**config.mk**
```make
export PLATFORM = sky130hd
export DESIGN_NAME = bitrot_unit
export DESIGN_NICKNAME = d
export VERILOG_FILES = /design/src/rtl/bitrot_pkg.sv /design/src/rtl/bitrot_shifter.sv /design/src/rtl/bitrot_bitop.sv /design/src/rtl/bitrot_flags.sv /design/src/rtl/bitrot_unit.sv
export SDC_FILE = /design/constraint.sdc
export NUM_CORES = 1
export LEC_CHECK = 0
export ABC_AREA = 0
export BUFFER_PORTS_ARGS = -buffer_cell sky130_fd_sc_hd__buf_2
export CAP_MARGIN = 5
export CORE_MARGIN = 2
export CORE_UTILIZATION = 40
export DETAILED_ROUTE_END_ITERATION = 8
export GPL_TIMING_DRIVEN = 1
export PLACE_DENSITY_LB_ADDON = 0.12
export SLEW_MARGIN = 20
export SYNTH_ARGS = -nofsm -noshare
export SYNTH_HDL_FRONTEND = slang
export SYNTH_SLANG_ARGS = --single-unit
export TNS_END_PERCENT = 30
```
**constraint.sdc**
```tcl
create_clock -name vclk -period 1.8
set_clock_uncertainty 0.15 [all_clocks]
set_input_delay 0.09 -clock vclk [all_inputs]
set_output_delay 0.09 -clock vclk [all_outputs]
set_load 0.01 [all_outputs]
```
**src/rtl/bitrot_pkg.sv**
```systemverilog
// Shared encodings for the bit rotate, shift and test unit.
// Assumes a 4-bit select; the numeric values are part of the block's contract.
package bitrot_pkg;
    localparam int SEL_W = 4;

    typedef enum logic [SEL_W-1:0] {
        OP_ROL  = 4'd0,
        OP_ROR  = 4'd1,
        OP_RCL  = 4'd2,
        OP_RCR  = 4'd3,
        OP_SHL  = 4'd4,
        OP_SAR  = 4'd5,
        OP_SWP  = 4'd6,
        OP_SHR  = 4'd7,
        OP_TST  = 4'd8,
        OP_CLR  = 4'd9,
        OP_SET  = 4'd10,
        OP_NOP  = 4'd11,
        OP_AROL = 4'd12,
        OP_AROR = 4'd13,
        OP_ARCL = 4'd14,
        OP_ARCR = 4'd15
    } op_e;

    typedef struct packed {
        logic z;
        logic n;
        logic h;
        logic c;
    } flags_t;
endpackage

```
**src/rtl/bitrot_shifter.sv**
```systemverilog
// Rotate / shift / swap datapath.
// Assumes W is even (swap splits it into two halves) and W >= 2.
// kind: 0 rol, 1 ror, 2 rol via carry, 3 ror via carry, 4 shl, 5 sar, 6 swap, 7 shr.
module bitrot_shifter #(
    parameter int W = 8
) (
    input  logic [W-1:0] opnd,
    input  logic         cin,
    input  logic [2:0]   kind,
    output logic [W-1:0] res,
    output logic         cout
);
    localparam int HALF = W / 2;

    // Pick the shifted value and the bit that leaves the operand.
    always_comb begin
        res  = opnd;
        cout = 1'b0;
        case (kind)
            3'd0: begin res = {opnd[W-2:0], opnd[W-1]}; cout = opnd[W-1]; end
            3'd1: begin res = {opnd[0], opnd[W-1:1]};   cout = opnd[0];   end
            3'd2: begin res = {opnd[W-2:0], cin};       cout = opnd[W-1]; end
            3'd3: begin res = {cin, opnd[W-1:1]};       cout = opnd[0];   end
            3'd4: begin res = {opnd[W-2:0], 1'b0};      cout = opnd[W-1]; end
            3'd5: begin res = {opnd[W-1], opnd[W-1:1]}; cout = opnd[0];   end
            3'd6: begin res = {opnd[HALF-1:0], opnd[W-1:HALF]}; cout = 1'b0; end
            default: begin res = {1'b0, opnd[W-1:1]};   cout = opnd[0];   end
        endcase
    end
endmodule

```
**src/rtl/bitrot_bitop.sv**
```systemverilog
// Single-bit test, clear and set datapath.
// Assumes idx is always below W (W a power of two makes this automatic).
module bitrot_bitop #(
    parameter int W  = 8,
    parameter int IX = $clog2(W)
) (
    input  logic [W-1:0]  opnd,
    input  logic [IX-1:0] idx,
    input  logic          do_set,
    output logic [W-1:0]  upd,
    output logic          bit_val
);
    logic [W-1:0] mask;

    // One-hot mask of the addressed bit.
    for (genvar i = 0; i < W; i++) begin : g_mask
        assign mask[i] = (idx == IX'(i));
    end

    // Apply the mask for set or clear, and read the addressed bit.
    always_comb begin
        upd     = do_set ? (opnd | mask) : (opnd & ~mask);
        bit_val = |(opnd & mask);
    end
endmodule

```
**src/rtl/bitrot_flags.sv**
```systemverilog
// Flag nibble and write-enable generation for every select.
// Assumes the select encoding of bitrot_pkg.
module bitrot_flags
    import bitrot_pkg::*;
(
    input  logic [SEL_W-1:0] sel,
    input  logic             sh_zero,
    input  logic             sh_cout,
    input  logic             bit_val,
    input  logic             cin,
    output flags_t           flg,
    output logic             flag_we,
    output logic             res_we
);
    // Decode the select into flag values and write enables.
    always_comb begin
        flg     = '0;
        flag_we = 1'b0;
        res_we  = 1'b0;
        case (op_e'(sel))
            OP_ROL, OP_ROR, OP_RCL, OP_RCR,
            OP_SHL, OP_SAR, OP_SWP, OP_SHR: begin
                flg.z   = sh_zero;
                flg.c   = sh_cout;
                flag_we = 1'b1;
                res_we  = 1'b1;
            end
            OP_AROL, OP_AROR, OP_ARCL, OP_ARCR: begin
                flg.c   = sh_cout;
                flag_we = 1'b1;
                res_we  = 1'b1;
            end
            OP_TST: begin
                flg.z   = ~bit_val;
                flg.h   = 1'b1;
                flg.c   = cin;
                flag_we = 1'b1;
            end
            OP_CLR, OP_SET: res_we = 1'b1;
            default: ;
        endcase
    end
endmodule

```
**src/rtl/bitrot_unit.sv**
```systemverilog
// Top of the bit rotate, shift and test unit. Purely combinational.
// Assumes DATA_W is even and a power of two; the caller performs operand
// fetch and write-back using result_we and flag_we.
module bitrot_unit
    import bitrot_pkg::*;
#(
    parameter int DATA_W = 8,
    localparam int IDX_W = $clog2(DATA_W)
) (
    input  logic [SEL_W-1:0]  sel,
    input  logic [DATA_W-1:0] operand,
    input  logic              carry_in,
    input  logic [IDX_W-1:0]  bit_idx,
    output logic [DATA_W-1:0] result,
    output logic [3:0]        flags_out,
    output logic              flag_we,
    output logic              result_we
);
    logic [2:0]        sh_kind;
    logic [DATA_W-1:0] sh_res;
    logic              sh_cout;
    logic [DATA_W-1:0] bit_res;
    logic              bit_val;
    flags_t            flg;
    logic              is_shift;
    logic              is_bitwr;

    // Map accumulator rotate selects onto the matching rotate kinds.
    always_comb begin
        sh_kind  = sel[3] ? {1'b0, sel[1:0]} : sel[2:0];
        is_shift = !sel[3] || (sel[3:2] == 2'b11);
        is_bitwr = (op_e'(sel) == OP_CLR) || (op_e'(sel) == OP_SET);
    end

    bitrot_shifter #(.W(DATA_W)) u_shift (
        .opnd (operand),
        .cin  (carry_in),
        .kind (sh_kind),
        .res  (sh_res),
        .cout (sh_cout)
    );

    bitrot_bitop #(.W(DATA_W), .IX(IDX_W)) u_bit (
        .opnd    (operand),
        .idx     (bit_idx),
        .do_set  (sel[1]),
        .upd     (bit_res),
        .bit_val (bit_val)
    );

    bitrot_flags u_flags (
        .sel     (sel),
        .sh_zero (sh_res == '0),
        .sh_cout (sh_cout),
        .bit_val (bit_val),
        .cin     (carry_in),
        .flg     (flg),
        .flag_we (flag_we),
        .res_we  (result_we)
    );

    // Choose the output byte by datapath.
    always_comb begin
        if (is_bitwr)      result = bit_res;
        else if (is_shift) result = sh_res;
        else               result = operand;
        flags_out = flg;
    end
endmodule

```
==> impl_metrics.py <==
metrics = {
    "status": {
        "status": "finished, final reports clean",
    },
    "finish": {
        "n_fill_cell": 197,
        "syn2layout_area_growth_pct": 24.8,
        "mostFrequentLayoutCells": "29 x buf_2, 15 x o21ai_0, 11 x buf_4",
        "final_layout_size_suffix_gt1_share_pct": 32.9,
        "seq_cells": 0,
        "nClkBuffers": 0,
        "nNetsFinal": 161,
        "diodes": 0,
        "seqCellArea_um2": 0,
        "final_core_util_pct": 53.9,
        "post-route-cell-area_um2": 951,
        "final_common_cell": "buf_2",
    },
    "critical_path": {
        "worstSetupStartpointType": "input port",
        "crit_fanout": 2,
        "crit_top_cell": "buf_2",
        "criticalPathCategory": "in2out",
        "required_ns": 1.56,
        "endpoint_kind": "primary output",
        "path_cells": "buf_2 > nor3_1 > o311ai_1 > or4b_1 > o31ai_1 > buf_2",
        "slowest_stage": "or4b_1",
        "cpPeakStageDelay_ns": 0.50,
        "arrival_ns": 1.50,
    },
    "logic_synthesis": {
        "synth_area_um2": 762,
        "yosys_warnings": 0,
        "synth_top_area_share_pct": 10.5,
        "yosysUniqueCellTypes": 44,
        "synth.avg_cell_area_um2": 6.57,
        "seq_area_frac_synth_pct": 0,
        "synth_area_leaders": "mux2i_1 11%, o21ai_0 9.9%, nand2_1 4.9%",
        "postSynthNetCount": 132,
        "synth_cells": 116,
        "synth_top_cell_by_area": "mux2i_1",
    },
    "sta": {
        "fin_crit_sh_pct": 96.9,
        "tns_ns": 0,
        "hold_viol": 0,
        "drv_slew": 0,
        "setup_violations": 0,
        "max_clock_freq_mhz": 573,
        "worst_slack_ns": 0.0557,
        "hold_slack_ns": 0.392,
        "fin_crit_ns": 1.74,
    },
    "placed_design": {
        "gp_congestion": 1.00,
        "dp_hpwl_mm": 1.93,
        "dpl_cell_area_um2": 940,
        "place_ws_ns": 0.0474,
        "port_buffers": 29,
    },
    "floorplanning": {
        "die_h_um": 47.6,
        "rows": 15,
        "io_pins": 30,
        "core_um2": 1760,
        "dieArea_um2": 2270,
        "initial_core_util_pct": 43.2,
        "die_w_um": 47.6,
    },
    "grt": {
        "grt-busiest-layer": "met2",
        "grt_overflow": 0,
        "grt.met1_usage_pct": 34.7,
        "grt_use_total_pct": 23.2,
        "grt_max_degree": 18,
        "grt_first_pass_wirelength_mm": 3.82,
        "use_met2_pct": 38.4,
        "grt_pass1_vias": 800,
        "antenna_found_initial": 0,
        "grt_use_met3_pct": 0.755,
    },
    "flow_run": {
        "cap_viol_max_count": 0,
    },
    "route": {
        "dr.pass1.iters": 4,
        "routed_via_density": 6.11,
        "wirelength_mm": 2.59,
        "first_iter_violations": 32,
        "drc": 0,
        "vias": 1027,
        "wl_per_cell_um": 15.4,
        "drtAntennaViolNets": 0,
    },
    "pwr": {
        "pwr_density_cell_nw_per_um2": 252,
        "leakage_nw": 0.436,
        "peakVddDrop_mv": 0.116,
    },
    "worst_hold_path": {
        "hp-class": "in2out",
    },
    "clock_tree": {
        "ctsHoldBuffers": 0,
    },
}
-- worst max-delay path, delay by kind of cell --
kind / cells / cell delay, ns
simple gates: 2 / 0.75
compound gates: 2 / 0.38
buf+inv: 2 / 0.29
-- routing by layer --
layer / vias to the layer above / wire (um)
met3: 4 / 206
met5: - / 0
li1: 497 / -
met1: 476 / 1130
met4: 0 / 31
met2: 50 / 1220
-- stage by stage --
step	total power, mW	std cells
floorplan	0.148	116
global placement	0.230	167
detailed placement	0.232	167
CTS	0.233	167
global route	0.261	168
finish	0.240	168
-- cell usage after synthesis, types with 2 or more instances --
cell	instances
a21o_1	4
a21oi_1	7
a31oi_1	2
and3_1	2
buf_2	2
buf_4	2
buf_6	2
clkbuf_1	7
inv_1	2
mux2_2	3
mux2i_1	8
nand2_1	10
nand2b_1	6
nand3_1	3
nand3b_1	2
nor2_1	2
nor3_1	3
nor4bb_1	3
o211ai_1	3
o21ai_0	15
o221ai_1	3
o31ai_1	2
or2_2	2
-- power by group --
part | internal [mW] | switching (mW)
clock network | 0 | 0
registers | 0 | 0
logic | 0.106 | 0.134
total | 0.106 | 0.134
-- worst paths after layout --
| path | from | endpoint | slack (ns) | cells after the start |
|---|---|---|---|---|
| worst max-delay path | operand[1] | flags_out[3] | 0.06 | 6 |
| worst min-delay path | carry_in | flags_out[0] | 0.39 | 3 |
-- logic make-up (layout without fill, tap and decap cells) --
logic type | count (synthesis) | count (layout) | synth area share, %
compound gates | 46 | 46 | 39.6
simple gates | 41 | 41 | 32.7
buf+inv | 16 | 43 | 11.2
mux | 11 | 11 | 14.9
other cells | 1 | 1 | 0.492
xor+xnor | 1 | 1 | 1.15
-- cell type report --
type	count	area, um2	area share [%]
Timing Repair Buffer	40	228	23.9
Tap cell	25	31.3	3.29
Multi-Input combinational cell	100	681	71.6
Inverter	3	11.3	1.18
-- what timing repair did --
item / in CTS / in global routing
gates resized for setup: 0 / 1
buffers inserted: 0 / 1
endpoints found under the setup margin: 0 / 1
Power figures use the tool's default switching activity.
